===== src/rtl/dma_arb_pkg.sv =====
package dma_arb_pkg;
  typedef enum logic {
    ARB_SLAVE  = 1'b0,
    ARB_MASTER = 1'b1
  } arb_mode_e;
endpackage


===== src/rtl/dma_prio_enc.sv =====
// Fixed-priority picker: the lowest index among the raised inputs wins.
module dma_prio_enc #(
  parameter int N = 4,
  localparam int W = (N > 1) ? $clog2(N) : 1
) (
  input  logic [N-1:0] req,
  output logic         any,
  output logic [W-1:0] idx
);
  always_comb begin
    idx = '0;
    for (int i = N - 1; i >= 0; i--) begin
      if (req[i]) idx = W'(i);
    end
  end

  assign any = |req;
endmodule


===== src/rtl/dma_req_regs.sv =====
// Software request and mask bits. The cascade position holds constant values.
module dma_req_regs #(
  parameter int NCH  = 8,
  parameter int CASC = 4,
  localparam int CW  = $clog2(NCH)
) (
  input  logic           clk,
  input  logic           rst_n,
  input  logic           req_we,
  input  logic           mask_we,
  input  logic [CW-1:0]  wr_chan,
  input  logic           wr_bit,
  input  logic           tc_clr,
  input  logic [CW-1:0]  tc_chan,
  output logic [NCH-1:0] sw_req,
  output logic [NCH-1:0] mask
);
  for (genvar c = 0; c < NCH; c++) begin : g_ch
    if (c == CASC) begin : g_casc
      assign sw_req[c] = 1'b0;
      assign mask[c]   = 1'b1;
    end else begin : g_prog
      logic sw_q, mask_q;
      always_ff @(posedge clk or negedge rst_n) begin
        if (!rst_n) begin
          sw_q   <= 1'b0;
          mask_q <= 1'b1;
        end else begin
          // terminal count clear wins over a write in the same cycle
          if (tc_clr && tc_chan == CW'(c))       sw_q <= 1'b0;
          else if (req_we && wr_chan == CW'(c))  sw_q <= wr_bit;
          if (mask_we && wr_chan == CW'(c))      mask_q <= wr_bit;
        end
      end
      assign sw_req[c] = sw_q;
      assign mask[c]   = mask_q;
    end
  end

  AST_SW_CLEARED_ON_TC: assert property (@(posedge clk) disable iff (!rst_n)
    tc_clr |=> !sw_req[$past(tc_chan)]);
endmodule


===== src/rtl/dma_grant_ctl.sv =====
// Holds one grant until terminal count or the request drops.
module dma_grant_ctl
  import dma_arb_pkg::*;
#(
  parameter int NCH = 8,
  localparam int CW = $clog2(NCH)
) (
  input  logic           clk,
  input  logic           rst_n,
  input  logic [NCH-1:0] eff_req,
  input  logic           win_any,
  input  logic [CW-1:0]  win_chan,
  input  logic           tc,
  output logic           busy,
  output logic [CW-1:0]  active_chan,
  output logic [NCH-1:0] ack
);
  arb_mode_e   mode_q;
  logic [CW-1:0] chan_q;
  logic        release_now;

  assign release_now = (mode_q == ARB_MASTER) && (tc || !eff_req[chan_q]);

  always_ff @(posedge clk or negedge rst_n) begin
    if (!rst_n) begin
      mode_q <= ARB_SLAVE;
      chan_q <= '0;
    end else if (mode_q == ARB_MASTER) begin
      if (release_now) begin
        mode_q <= ARB_SLAVE;
        chan_q <= '0;
      end
    end else if (win_any) begin
      mode_q <= ARB_MASTER;
      chan_q <= win_chan;
    end
  end

  assign busy        = (mode_q == ARB_MASTER);
  assign active_chan = chan_q;

  always_comb begin
    ack = '0;
    if (busy) ack[chan_q] = 1'b1;
  end

  AST_ACK_ONEHOT: assert property (@(posedge clk) disable iff (!rst_n)
    $onehot0(ack));
  AST_BUSY_MATCHES_ACK: assert property (@(posedge clk) disable iff (!rst_n)
    busy == (ack != '0));
  AST_GRANT_HELD: assert property (@(posedge clk) disable iff (!rst_n)
    busy && !tc && eff_req[chan_q] |=> busy && $stable(active_chan));
  AST_TC_RELEASE: assert property (@(posedge clk) disable iff (!rst_n)
    busy && tc |=> !busy);
endmodule


===== src/rtl/dma_cascade_arb.sv =====
module dma_cascade_arb #(
  parameter int NCH = 8,
  localparam int GRP  = NCH / 2,
  localparam int CASC = GRP,
  localparam int CW   = $clog2(NCH),
  localparam int GW   = $clog2(GRP)
) (
  input  logic           clk,
  input  logic           rst_n,
  input  logic [NCH-1:0] hw_req,
  input  logic           req_we,
  input  logic           mask_we,
  input  logic [CW-1:0]  wr_chan,
  input  logic           wr_bit,
  input  logic           tc,
  output logic [NCH-1:0] ack,
  output logic [CW-1:0]  active_chan,
  output logic           busy
);
  logic [NCH-1:0] sw_req, mask, eff_req;
  logic           lower_any, upper_any;
  logic [GW-1:0]  lower_idx, upper_idx;
  logic [CW-1:0]  win_chan;
  logic [2:0]     unused_casc_bits;

  dma_req_regs #(.NCH(NCH), .CASC(CASC)) u_regs (
    .clk(clk), .rst_n(rst_n), .req_we(req_we), .mask_we(mask_we),
    .wr_chan(wr_chan), .wr_bit(wr_bit), .tc_clr(busy && tc),
    .tc_chan(active_chan), .sw_req(sw_req), .mask(mask)
  );

  // merged request per channel; the cascade slot carries the lower group
  for (genvar c = 0; c < NCH; c++) begin : g_eff
    if (c == CASC) begin : g_link
      assign eff_req[c] = lower_any;
    end else begin : g_chan
      assign eff_req[c] = (hw_req[c] && !mask[c]) || sw_req[c];
    end
  end
  assign unused_casc_bits = {hw_req[CASC], sw_req[CASC], mask[CASC]};

  dma_prio_enc #(.N(GRP)) u_lower (
    .req(eff_req[GRP-1:0]), .any(lower_any), .idx(lower_idx)
  );

  dma_prio_enc #(.N(GRP)) u_upper (
    .req(eff_req[NCH-1:GRP]), .any(upper_any), .idx(upper_idx)
  );

  assign win_chan = (upper_idx == '0) ? CW'(lower_idx) : CW'(GRP + int'(upper_idx));

  dma_grant_ctl #(.NCH(NCH)) u_ctl (
    .clk(clk), .rst_n(rst_n), .eff_req(eff_req), .win_any(upper_any),
    .win_chan(win_chan), .tc(tc), .busy(busy), .active_chan(active_chan),
    .ack(ack)
  );

  AST_WINNER_REQUESTING: assert property (@(posedge clk) disable iff (!rst_n)
    upper_any |-> eff_req[win_chan] && win_chan != CW'(CASC));
  AST_NO_CASCADE_ACK: assert property (@(posedge clk) disable iff (!rst_n)
    !ack[CASC]);
  AST_IDLE_CHAN_ZERO: assert property (@(posedge clk) disable iff (!rst_n)
    !busy |-> active_chan == '0);
endmodule


===== config.mk =====
export PLATFORM = sky130hd
export DESIGN_NAME = dma_cascade_arb
export DESIGN_NICKNAME = d
export VERILOG_FILES = /design/src/rtl/dma_arb_pkg.sv /design/src/rtl/dma_prio_enc.sv /design/src/rtl/dma_req_regs.sv /design/src/rtl/dma_grant_ctl.sv /design/src/rtl/dma_cascade_arb.sv
export SDC_FILE = /design/constraint.sdc
export NUM_CORES = 1
export LEC_CHECK = 0
export ABC_CLOCK_PERIOD_IN_PS = 1400
export BUFFER_PORTS_ARGS = -buffer_cell sky130_fd_sc_hd__buf_2
export CAP_MARGIN = 25
export CORE_MARGIN = 10
export CORE_UTILIZATION = 47
export CTS_CLUSTER_SIZE = 14
export DETAILED_ROUTE_END_ITERATION = 6
export PLACE_DENSITY = 0.85
export RECOVER_POWER = 50
export SETUP_SLACK_MARGIN = 0.1
export SYNTH_ARGS = -nofsm -noshare
export SYNTH_HDL_FRONTEND = slang
export SYNTH_SLANG_ARGS = --single-unit

===== constraint.sdc =====
create_clock -name clk -period 1.4 [get_ports clk]
set_input_delay 0.14 -clock clk [delete_from_list [all_inputs] [get_ports clk]]
set_output_delay 0.14 -clock clk [all_outputs]
set_load 0.01 [all_outputs]

=== Yosys cells after proc, flatten, opt, wreduce, memory -nomap -nowiden ===
Index checks and enable logic that the tools add are counted.

* Register bits after elaboration: 18
* Input port bits: 17
* Logic and storage cells: 127

* Add/sub/neg operators: 1
* $lt $le $gt $ge: 2
* Reduce and logical (&&, ||, !) cells: 61
* Equality and inequality tests: 13
* Muxes and demuxes: 34

{| class="wikitable"
|+ Operators with widths
! operator !! number
|-
| 1-bit logical AND || 31
|-
| 1-bit 2-to-1 mux || 19
|-
| 3-bit == test (second input constant) || 6
|-
| 2-bit 2-to-1 mux || 8
|-
| 2-bit nonzero test || 8
|-
| 3-bit by 2-bit == test with 1-bit output (second input constant) || 4
|-
| 3-bit 2-to-1 mux || 4
|-
| 1-bit zero test || 8
|-
| 1-bit logical OR || 8
|-
| 8-bit 2-to-1 mux || 1
|-
| 7-bit OR reduction || 1
|-
| 3-bit by 1-bit == test with 1-bit output (second input constant) || 2
|-
| 3-bit zero test || 2
|-
| 3-bit by 4-bit < comparator with 1-bit output (second input constant) || 1
|-
| 4-bit OR reduction || 1
|-
| 3-bit by 2-bit adder with 3-bit output (first input constant) || 1
|-
| 1-bit binary-select mux with 3-bit select || 1
|-
| 1-bit demux with 3-bit select || 1
|-
| 3-bit by 1-bit greater-or-equal comparator with 1-bit output (second input constant) || 1
|-
| 2-bit zero test || 1
|-
| 2-bit inequality test (second input constant) || 1
|-
| 2-bit AND reduction || 1
|}

=== Longest topological paths before layout ===
Gate-level depths: netlist (run 1).

* Depth in word-level cells: 11
* Gate-level depth with buffers: 6

=== Hierarchy ===
From an unflattened synthesis (run 1), not the netlist that was laid out.

* Cell total of the unflattened synthesis: 152
* Area total of the unflattened synthesis: 1410.1 um^2

{| class="wikitable"
|+ By module, submodules not included
! module !! area each (um^2) !! times used !! cells an instance
|-
| dma_req_regs || 878.3 || 1 || 77
|-
| dma_grant_ctl || 350.3 || 1 || 41
|-
| dma_cascade_arb || 111.4 || 1 || 20
|-
| dma_prio_enc || 35.0 || 2 || 7
|}

=== Least setup slack after synthesis (run 1) ===
Ideal clock, no wire load.

* Path type: flip-flop to flip-flop
* Start point: register u_regs.g_ch[7].g_prog.mask_q
* End point: register u_ctl.chan_q[1] (netlist: u_ctl.active_chan[1])
* Setup slack: -0.086 ns
* Data arrival time: 1.364 ns
* Path buffers: 0
* Stages on the path, launching flop included: 6
* Cells stage by stage: dfstp_2 and2b_1 o32ai_1 a21o_2 a31oi_1 a32o_2

* Longest elaborated chain between the ends: 11

{| class="wikitable"
|+ Ends and longest elaborated chain
! item !! RTL line !! source
|-
| from (decl) || dma_req_regs.sv:23 || <nowiki>logic sw_q, mask_q;</nowiki>
|-
| from (signal assigned) || dma_req_regs.sv:32 || <nowiki>if (mask_we && wr_chan == CW'(c)) mask_q <= wr_bit;</nowiki>
|-
| 1-bit zero test * || dma_cascade_arb.sv:37 || <nowiki>assign eff_req[c] = (hw_req[c] && !mask[c]) || sw_req[c];</nowiki>
|-
| 1-bit logical AND * || dma_cascade_arb.sv:37 ||
|-
| 1-bit logical OR * || dma_cascade_arb.sv:37 ||
|-
| 2-bit 2-to-1 mux (4 in a row) || dma_prio_enc.sv:13 || <nowiki>if (req[i]) idx = W'(i);</nowiki>
|-
| 3-bit by 2-bit adder with 3-bit output / 2-bit zero test (equally long branches) || dma_cascade_arb.sv:50 || <nowiki>assign win_chan = (upper_idx == '0) ? CW'(lower_idx) : CW'(GRP + int'(upper_idx));</nowiki>
|-
| 3-bit 2-to-1 mux || dma_cascade_arb.sv:50 ||
|-
| 3-bit 2-to-1 mux || dma_grant_ctl.sv:33 || <nowiki>end else if (win_any) begin</nowiki>
|-
| 3-bit 2-to-1 mux || dma_grant_ctl.sv:28 || <nowiki>end else if (mode_q == ARB_MASTER) begin</nowiki>
|-
| to (signal assigned) || dma_grant_ctl.sv:35 || <nowiki>chan_q <= win_chan;</nowiki>
|-
| to (decl) || dma_grant_ctl.sv:19 || <nowiki>logic [CW-1:0] chan_q;</nowiki>
|}

Mark *: on every way between the ends. The rest lies on a longest branch, timed or not. The select of a mux whose other input is x is not followed.
A chain may end at the register's enable or synchronous reset.

=== Worst setup path in the final report (run 1) ===
Same ends and word-level chain as after synthesis.

==> flow_metrics.tcl, run 1 <==
set metrics [dict create \
    fp-row-count 18 \
    first_pass_iters 4 \
    avgRoutedWirePerCell_um 20.0 \
    fin_nets 200 \
    coreArea_um2 2450 \
    hold_class "input port to register" \
    ys.flop_type "dfrtp_1" \
    violations "negative setup slack" \
    utilization_pct 68.4 \
    port_buffers 27 \
    yosysSeqAreaShare_pct 38.6 \
    routed_wl_um 4240 \
    die_y_um 70.3 \
    finalInstanceArea_um2 1680 \
    grt_pass1_vias 1374 \
    grt_setup_unrepaired "true" \
    cp-startpoint "u_regs.g_ch[7].g_prog.mask_q$_DFFE_PN1P_" \
    yosysTopAreaCell "dfrtp_1" \
    yosys.cell_types.count 37 \
    cp-end-kind "register" \
    worst_slack_ns -0.386 \
    ir_drop_uv 1310 \
    layout-drive-gt1-share_pct 54.4 \
    drtIter0Drc 125 \
    power_density_nw_per_um2 1600 \
    insertion_delay_ns 0.32 \
    h-tree-depth 1 \
    path_max_fanout 2 \
    tritoncts "built" \
    antenna_cells 0 \
    synth_area_um2 1190 \
    io_pins 29 \
    place_ws_ns -0.163 \
    max-slew-margin-rel_pct 32.1 \
    grt_pass1_wl_um 6440 \
    hold_viol 0 \
    post_dp_cell_area_um2 1430 \
    async_flop_share_pct 100 \
    hold_start "tc" \
    grt_overflow_total 0 \
    synth_top_area_share_pct 23.1 \
    drc 0 \
    die_w_um 70.3 \
    fmax_mhz 560 \
    arrival_ns 2.00 \
    synth_edf_count 0 \
    yosys_warnings 0 \
    finalPower_w 0.00269 \
    place_hpwl_um 2500 \
    synthTopCellsByArea "dfrtp_1, dfstp_2, nor2_1" \
    setup_violations 12 \
    synth-seq-cells 18 \
    min_period_over_period_pct 128 \
    synth.avg_cell_area_um2 9.01 \
    cts_buffers 3 \
    synth_fp_nets 149 \
    p_leak_nw 0.750 \
    start_util_pct 48.5 \
    syn_to_final_growth_pct 41.1 \
    viasPerCell 6.36 \
    cts_max_path_buffers 2 \
    die_area_um2 4940 \
    cp.required_ns 1.62 \
    via_count 1348 \
    status "complete, but fails checks" \
    clock-sinks 18 \
    clk_root_buffer_cell "clkbuf_4" \
    grt_antenna_before_repair 0 \
    grt_usage_pct 15.5 \
    cap_viol_max_count 0 \
    syn_inst 132 \
    reg2reg_from "u_regs.g_ch[7].g_prog.mask_q$_DFFE_PN1P_" \
    place.gp.congestion 0.891 \
    grt_max_degree 19 \
    tightest_slew_ns 1.02 \
    clkTransAtPathRegs_ns 0.12 \
    start_kind "register" \
    antenna_left 0 \
    fin_crit_ns 1.79 \
    skew_ns 0.0120 \
    slew_viol_final 0 \
    critPathKind "register to register" \
]
layer usage:
| layer | part of all wire (%) | routed length, µm | global-route usage [%] | vias to the layer above |
|---|---|---|---|---|
| li1 | - | - | - | 586 |
| met2 | 48 | 2050 | 24.5 | 105 |
| met1 | 36 | 1520 | 16.5 | 625 |
| met3 | 9.2 | 391 | 4.10 | 32 |
| met5 | 0 | 0 | 0 | - |
| met4 | 6.3 | 269 | 14.0 | 0 |
critical path, stage by stage (launching register included):
cell and delay, ns:
dfstp_2 0.55, and2b_1 0.21, o32ai_1 0.34, a21o_2 0.23, a31oi_2 0.11, a32o_2 0.24
area by class of cell:
| class | instances | area, µm² |
|---|---|---|
| repair buffers | 53 | 364 |
| well taps | 30 | 37.5 |
| inverters | 4 | 17.5 |
| clock buffers | 4 | 36.3 |
| fillers | 178 | 776 |
| flip-flops and latches | 18 | 462 |
| multi-input cells | 103 | 762 |
path summary, 6_finish.rpt:
| check | slack (ns) | end | cells past startpoint |
|---|---|---|---|
| worst min-delay path | 0.09 | u_regs.g_ch[0].g_prog.sw_q$_DFFE_PN0P_ | 2 |
| worst max register to register | -0.39 | u_ctl.active_chan[1]$_DFFE_PN0P_ | 5 |
| worst min register to register | 0.50 | u_regs.g_ch[3].g_prog.mask_q$_DFFE_PN1P_ | 2 |
| max in group asynchronous | 0.17 | u_ctl.active_chan[1]$_DFFE_PN0P_ | 2 |
| worst max-delay path | -0.39 | u_ctl.active_chan[1]$_DFFE_PN0P_ | 5 |
| min in group asynchronous | 0.55 | u_ctl.active_chan[0]$_DFFE_PN0P_ | 2 |
through the flow:
stage | TNS [ns] | std cells | hold slack [ns]
after floorplan | -0.167 | 132 | -0.156
after global placement | -0.464 | 197 | 0.0820
after detailed placement | -0.599 | 197 | 0.0956
after CTS | -0.749 | 208 | 0.0883
after global routing | -2.41 | 212 | 0.108
final | -1.88 | 212 | 0.0871
state kept, by name, indices dropped and copies added, names as in the netlist:
name                       cells
u_regs.g_ch.g_prog.sw_q        7
u_regs.g_ch.g_prog.mask_q      7
u_ctl.active_chan              3
u_ctl.busy                     1
cell usage after synthesis, drive strengths merged, types with 2 or more instances:
library cell  count
inv               4
dfrtp            11
nor4              3
buf               4
o31ai             2
nand2b            3
mux2i             5
nand3             2
dfstp             7
nand4             4
clkbuf            3
o311ai            2
a31oi             7
nor2             20
nor3             13
o21ai             2
mux2              6
a32o              2
nor2b             9
nand2             9
repair_timing:
item,4_1_cts,5_1_grt
buffers inserted,6,4
gates resized for setup,15,20
endpoints found under the hold margin,11,0
hold buffers,1,0
pin swaps,3,5
gates cloned,0,0
setup endpoints to repair,14,17
cells in the final DEF (no fill, tap or decap), types with 2 or more instances in the layout:
| master | synthesis | final |
|---|---|---|
| buf_2 | 2 | 25 |
| buf_4 | 0 | 18 |
| nor2_1 | 20 | 15 |
| nor3_1 | 13 | 11 |
| dfrtp_1 | 11 | 9 |
| buf_6 | 2 | 8 |
| dfstp_2 | 7 | 7 |
| a31oi_1 | 7 | 6 |
| mux2_2 | 6 | 6 |
| nor2_2 | 0 | 5 |
| nor2b_1 | 7 | 5 |
| nand2_1 | 9 | 5 |
| mux2i_1 | 5 | 5 |
| nor2b_2 | 2 | 4 |
| nand4_1 | 4 | 4 |
| nand2_4 | 0 | 3 |
| nand2b_1 | 3 | 3 |
| clkbuf_4 | 0 | 3 |
| nor4_4 | 1 | 2 |
| o311ai_0 | 2 | 2 |
| inv_1 | 4 | 2 |
| o21ai_0 | 2 | 2 |
| o31ai_1 | 2 | 2 |
| a32o_2 | 2 | 2 |
| nand3_1 | 2 | 2 |
| dfrtp_2 | 0 | 2 |
where the power goes:
part	internal, W	total [W]	leakage, nW	switching, W
registers	0.000710	0.000935	0.208	0.000225
clock network	0.000159	0.000350	0.0210	0.000191
logic	0.000675	0.00140	0.521	0.000726
total	0.00154	0.00269	0.750	0.00114
kinds of logic (layout without fill, tap and decap cells):
| group | count (synthesis) | after routing | synth area share (%) |
|---|---|---|---|
| multiplexers | 11 | 11 | 9.88 |
| AO/OA/AOI/OAI | 24 | 24 | 15.4 |
| buffers and inverters | 11 | 61 | 4.94 |
| flip-flops | 18 | 18 | 38.6 |
| AND/OR/NAND/NOR | 68 | 68 | 31.2 |
(Power assumes the default switching activity.)
==> inputs of run 2 (changes only) <==
==> constraint.sdc (replaced) <==
create_clock -name clk -period 1.4 [get_ports clk]
set_input_delay 0.07 -clock clk [delete_from_list [all_inputs] [get_ports clk]]
set_output_delay 0.07 -clock clk [all_outputs]
set_load 0.01 [all_outputs]
==> flow_metrics.tcl, run 2 (synthesis results as in run 1) <==
set metrics [dict create \
    grt_pass1_vias 1240 \
    fp-row-count 18 \
    drtIter0Drc 70 \
    start_kind "register" \
    cts_max_path_buffers 2 \
    clkPwrFrac_pct 13.8 \
    tightest_slew_ns 0.994 \
    hold_start "mask_we" \
    grt_max_degree 19 \
    insertion_delay_ns 0.31 \
    nFillCells 194 \
    min_period_over_period_pct 118 \
    grt_overflow_total 0 \
    p_sw_w 0.000948 \
    hold_end "u_regs.g_ch[3].g_prog.mask_q$_DFFE_PN1P_" \
    cts_buffers 3 \
    power_density_nw_per_um2 1530 \
    hold_ws_ns 0.0186 \
    place_ws_ns -0.192 \
    antenna_left 0 \
    critPathKind "register to register" \
    h-tree-depth 1 \
    crit_slowest_cell "dfstp_2" \
    clk_root_buffer_cell "clkbuf_4" \
    critPathTopFamily "flip-flops" \
    violations "negative setup slack" \
    grt_setup_unrepaired "true" \
    clock-sinks 18 \
    avgRoutedWirePerCell_um 17.0 \
    syn_to_final_growth_pct 30.3 \
    slowest_delay_ns 0.54 \
    p_leak_nw 0.679 \
    antenna_cells 0 \
    grt_pass1_wl_um 5720 \
    hold_class "input port to register" \
    worst_slack_ns -0.253 \
    die_w_um 70.3 \
    slew_viol_final 0 \
    utilization_pct 63.1 \
    via_count 1193 \
    cp-end-kind "register" \
    p_int_w 0.00143 \
    first_pass_iters 4 \
    combPwrFrac_pct 48.2 \
    clkTransAtPathRegs_ns 0.11 \
    fmax_mhz 605 \
    crit_chain "and2b_2 -> nor4_4 -> buf_4 -> o31ai_2 -> a32o_2" \
    layout_commonest_cell "buf_2" \
    hold_viol 0 \
    die_area_um2 4940 \
    cp.required_ns 1.59 \
    layout_common_cells "buf_2, nor2_1, buf_4, nor3_1, dfrtp_1" \
    place_hpwl_um 2620 \
    layout-drive-gt1-share_pct 46.6 \
    io_pins 29 \
    r2r_setup_slack_ns -0.25 \
    r2r_cells 5 \
    grt_usage_pct 13.6 \
    path_max_fanout 4 \
    fin_nets 192 \
    grt_antenna_before_repair 0 \
    start_util_pct 48.5 \
    status "complete, but fails checks" \
    port_buffers 27 \
    place_inst 197 \
    tritoncts "built" \
    cap_viol_max_count 0 \
    crit_buf_inv 1 \
    fin_crit_ns 1.65 \
    skew_ns 0.0125 \
    routed_wl_um 3470 \
    arrival_ns 1.85 \
    ir_drop_uv 958 \
    p_seq_share_pct 37.9 \
    reg2reg_from "u_regs.g_ch[7].g_prog.mask_q$_DFFE_PN1P_" \
    coreArea_um2 2450 \
    switching_share_pct 39.9 \
    viasPerCell 5.85 \
    drc 0 \
    place.gp.congestion 0.930 \
    die_y_um 70.3 \
    setup_violations 10 \
    rr_endpoint "u_ctl.active_chan[1]$_DFFE_PN0P_" \
    max-slew-margin-rel_pct 33.7 \
    finalNonFillerCells 204 \
    hold_depth 3 \
]
==> run 2: final cells by class <==
class / instances / area [µm²] / area share [%]
tap: 30 / 37.5 / 2.42
clock buffer: 4 / 36.3 / 2.34
multi-input combinational: 103 / 722 / 46.6
inverter: 4 / 15.0 / 0.969
timing repair buffer: 45 / 279 / 18.0
sequential: 18 / 460 / 29.7
==> run 2: tightest hold or removal path, cell delays in order <==
cell and delay (ns):
buf_2 0.13, nand4_1 0.09, nand2_1 0.05
==> run 2: worst max path at each step <==
stage	from	endpoint	slack (ns)	depth (start not counted)
detailed placement	u_regs.g_ch[7].g_prog.mask_q$_DFFE_PN1P_	u_ctl.active_chan[1]$_DFFE_PN0P_	-0.19	5
CTS	u_regs.g_ch[7].g_prog.mask_q$_DFFE_PN1P_	u_ctl.active_chan[1]$_DFFE_PN0P_	-0.22	5
global placement	u_regs.g_ch[7].g_prog.mask_q$_DFFE_PN1P_	u_ctl.active_chan[0]$_DFFE_PN0P_	-0.15	5
finish	u_regs.g_ch[7].g_prog.mask_q$_DFFE_PN1P_	u_ctl.active_chan[1]$_DFFE_PN0P_	-0.25	5
global route	u_regs.g_ch[7].g_prog.mask_q$_DFFE_PN1P_	u_ctl.active_chan[1]$_DFFE_PN0P_	-0.29	5
floorplan	u_regs.g_ch[7].g_prog.mask_q$_DFFE_PN1P_	u_ctl.active_chan[1]$_DFFE_PN0P_	-0.08	5
==> run 2: stage by stage <==
step | power, W | area [µm²] | setup TNS, ns
after floorplan | 0.00150 | 1190 | -0.167
after global placement | 0.00186 | 1430 | -0.456
after detailed placement | 0.00191 | 1430 | -0.662
after CTS | 0.00227 | 1490 | -0.913
after global routing | 0.00254 | 1550 | -1.95
final | 0.00238 | 1550 | -0.801
==> run 2: routing by layer <==
| metal | global-route usage [%] | share of wire, % | routed length, µm | vias up |
|---|---|---|---|---|
| met5 | 0 | 0 | 0 | - |
| met4 | 6.36 | 2.8 | 97 | 0 |
| met3 | 2.82 | 5.7 | 198 | 9 |
| met2 | 24.3 | 53 | 1830 | 43 |
| met1 | 14.8 | 39 | 1340 | 576 |
| li1 | - | - | - | 565 |
==> run 2: power groups by stage <==
| stage | registers (W) | clock network [W] | logic [W] |
|---|---|---|---|
| floorplan | 0.000858 | 0 | 0.000640 |
| global placement | 0.000879 | 0 | 0.000981 |
| detailed placement | 0.000887 | 0 | 0.00102 |
| CTS | 0.000887 | 0.000334 | 0.00105 |
| global route | 0.000933 | 0.000366 | 0.00124 |
| finish | 0.000902 | 0.000329 | 0.00115 |
==> run 2: what timing repair did <==
action | CTS | global route
hold buffers | 1 | 0
resized for setup | 4 | 12
buffers inserted | 0 | 2
endpoints found under the hold margin | 18 | 0
setup endpoints to repair | 12 | 16
pin swaps | 2 | 3
==> inputs of run 3 (changes only) <==
- ABC_AREA: default -> 1
- PLACE_DENSITY: 0.85 -> 0.86
==> flow_metrics.tcl, run 3 <==
set metrics [dict create \
    yosys.area_share.simple_pct 39.5 \
    synthMuxAreaShare_pct 0 \
    cap_viol_max_count 0 \
    drc 0 \
    grt_antenna_before_repair 0 \
    h-tree-depth 1 \
    worst_slack_ns -0.103 \
    insertion_delay_ns 0.31 \
    clkTransAtPathRegs_ns 0.12 \
    finalInstanceArea_um2 1530 \
    place.gp.congestion 0.890 \
    yosys_warnings 0 \
    hold_class "input port to register" \
    tritoncts "built" \
    clock-sinks 18 \
    post_dp_cell_area_um2 1360 \
    fin_tns_setup_ns -0.723 \
    via_count 1282 \
    yosys.cell_types.count 24 \
    power_density_nw_per_um2 1460 \
    synth_top_family_by_area "simple AND/OR/NAND/NOR gates" \
    cts_max_path_buffers 2 \
    place_hpwl_um 2430 \
    max-slew-margin-rel_pct 33.7 \
    routed_wl_um 3400 \
    grt_pass1_vias 1323 \
    layout-drive-gt1-share_pct 42.0 \
    synthTopCellsByCount "nand2_1, inv_1, nor2_1" \
    grt_max_degree 19 \
    violations "negative setup slack" \
    io_pins 29 \
    synth-seq-cells 18 \
    cts_buffers 3 \
    arrival_ns 1.71 \
    fp-row-count 17 \
    grt_overflow_total 0 \
    synth.avg_cell_area_um2 7.02 \
    synthTopCellsByArea "dfrtp_1, dfstp_2, nand2_1" \
    start_util_pct 50.6 \
    synthAdderAreaFrac_pct 0 \
    setup_violations 11 \
    synth-xor-area-share_pct 0 \
    syn_inst 164 \
    synth_compound_area_share_pct 10.4 \
    first_pass_iters 4 \
    status "complete, but fails checks" \
    min_period_over_period_pct 107 \
    yosysTopAreaCell "dfrtp_1" \
    synth.most_common_cell "nand2_1" \
    drtIter0Drc 70 \
    clk_root_buffer_cell "clkbuf_4" \
    ir_drop_uv 1130 \
    ys.flop_type "dfrtp_1" \
    path_max_fanout 6 \
    fin_crit_ns 1.50 \
    grt_pass1_wl_um 5720 \
    coreArea_um2 2280 \
    synth_area_um2 1150 \
    synth_fp_nets 181 \
    hold_viol 0 \
    grt_setup_unrepaired "true" \
    yosysSeqAreaShare_pct 39.9 \
    fmax_mhz 666 \
    hold_depth 2 \
    p_leak_nw 0.755 \
    antenna_cells 0 \
    start_kind "register" \
    skew_ns 0.0120 \
    r2r_cells 11 \
    port_buffers 27 \
    critPathKind "register to register" \
    cp-end-kind "register" \
    grt_usage_pct 13.6 \
    tightest_slew_ns 0.995 \
    synth_top_area_share_pct 23.9 \
    layout_commonest_cell "nand2_1" \
    syn_to_final_growth_pct 32.6 \
    die_w_um 69.5 \
    async_flop_share_pct 100 \
    cp.required_ns 1.61 \
    die_area_um2 4830 \
    fin_nets 225 \
    antenna_left 0 \
    layout_common_cells "nand2_1, buf_2, nor2_1, inv_1" \
    viasPerCell 5.46 \
    die_y_um 69.5 \
    avgRoutedWirePerCell_um 14.5 \
    slew_viol_final 0 \
    synth_edf_count 0 \
]
==> run 3: cell types whose count changed after synthesis, moves of 5 or more <==
cell	previous run	this run
a31oi_1	7	1
inv_1	4	23
mux2_2	6	0
mux2i_1	5	0
nand2_1	9	39
nand3_1	2	11
nor2b_1	7	0
o21ai_0	2	9
==> run 3: power breakdown <==
group / switching, W / leakage [nW] / internal (W) / total (W)
logic: 0.000653 / 0.532 / 0.000433 / 0.00109
registers: 0.000106 / 0.202 / 0.000692 / 0.000799
clock network: 0.000183 / 0.0210 / 0.000159 / 0.000341
==> run 3: critical path, stage by stage, from the launching register on <==
cell and delay, ns:
dfrtp_2 0.49, nor2_2 0.18, buf_4 0.13, nand3_1 0.06, nand2_1 0.06, nor2_1 0.04, nor2_1 0.10, nor2_1 0.08
nand3_2 0.07, nand2_2 0.07, nand2_1 0.06, nand2_1 0.05
==> run 3: final cells by class <==
type | instances | area [µm²]
Clock buffer | 4 | 36.3
Tap cell | 28 | 35.0
Timing Repair Buffer | 41 | 245
Inverter | 27 | 101
Multi-Input combinational cell | 117 | 647
Sequential cell | 18 | 462
Fill cell | 214 | 749
==> run 3: kinds of logic after synthesis <==
family	count (synthesis)
AOI/OAI and AO/OA	19
DFF	18
buffers and inverters	29
and+or+nand+nor	98
==> run 3: timing repair <==
item                                    in CTS  in global routing
pin swaps                                    7                 12
endpoints found under the hold margin       11                  0
hold buffers                                 1                  0
gates resized for setup                     18                 13
buffers inserted                             4                  2
endpoints found under the setup margin      12                 13
==> run 3: stage by stage <==
stage                     cells  power, W  setup slack (ns)  hold WS [ns]  utilization [%]
after floorplan             164   0.00132            0.0721        -0.226                -
after global placement      224   0.00162          -0.00360        0.0185             59.6
after detailed placement    224   0.00165           -0.0435        0.0251             59.6
after CTS                   233   0.00211           -0.0651       0.00407             64.9
after global routing        235   0.00239            -0.211        0.0263             67.1
final                       235   0.00223            -0.103        0.0148             67.1
==> run 3: final timing paths <==
path / from / endpoint / slack, ns
setup / recovery: u_ctl.active_chan[1]$_DFFE_PN0P_ / u_ctl.active_chan[1]$_DFFE_PN0P_ / -0.10
hold / removal: tc / u_regs.g_ch[1].g_prog.sw_q$_DFFE_PN0P_ / 0.01
setup reg to reg: u_ctl.active_chan[1]$_DFFE_PN0P_ / u_ctl.active_chan[1]$_DFFE_PN0P_ / -0.10
hold reg to reg: u_regs.g_ch[2].g_prog.mask_q$_DFFE_PN1P_ / u_regs.g_ch[2].g_prog.mask_q$_DFFE_PN1P_ / 0.50
max in group asynchronous: rst_n / u_ctl.active_chan[0]$_DFFE_PN0P_ / 0.31
min in group asynchronous: rst_n / u_ctl.active_chan[2]$_DFFE_PN0P_ / 0.43
==> run 3: per-layer routing <==
layer	routed length, µm	vias to the layer above	track usage, %
met3	175	8	3.85
li1	-	630	-
met1	1390	601	15.3
met5	0	-	0
met4	69	0	3.77
met2	1770	43	24.0
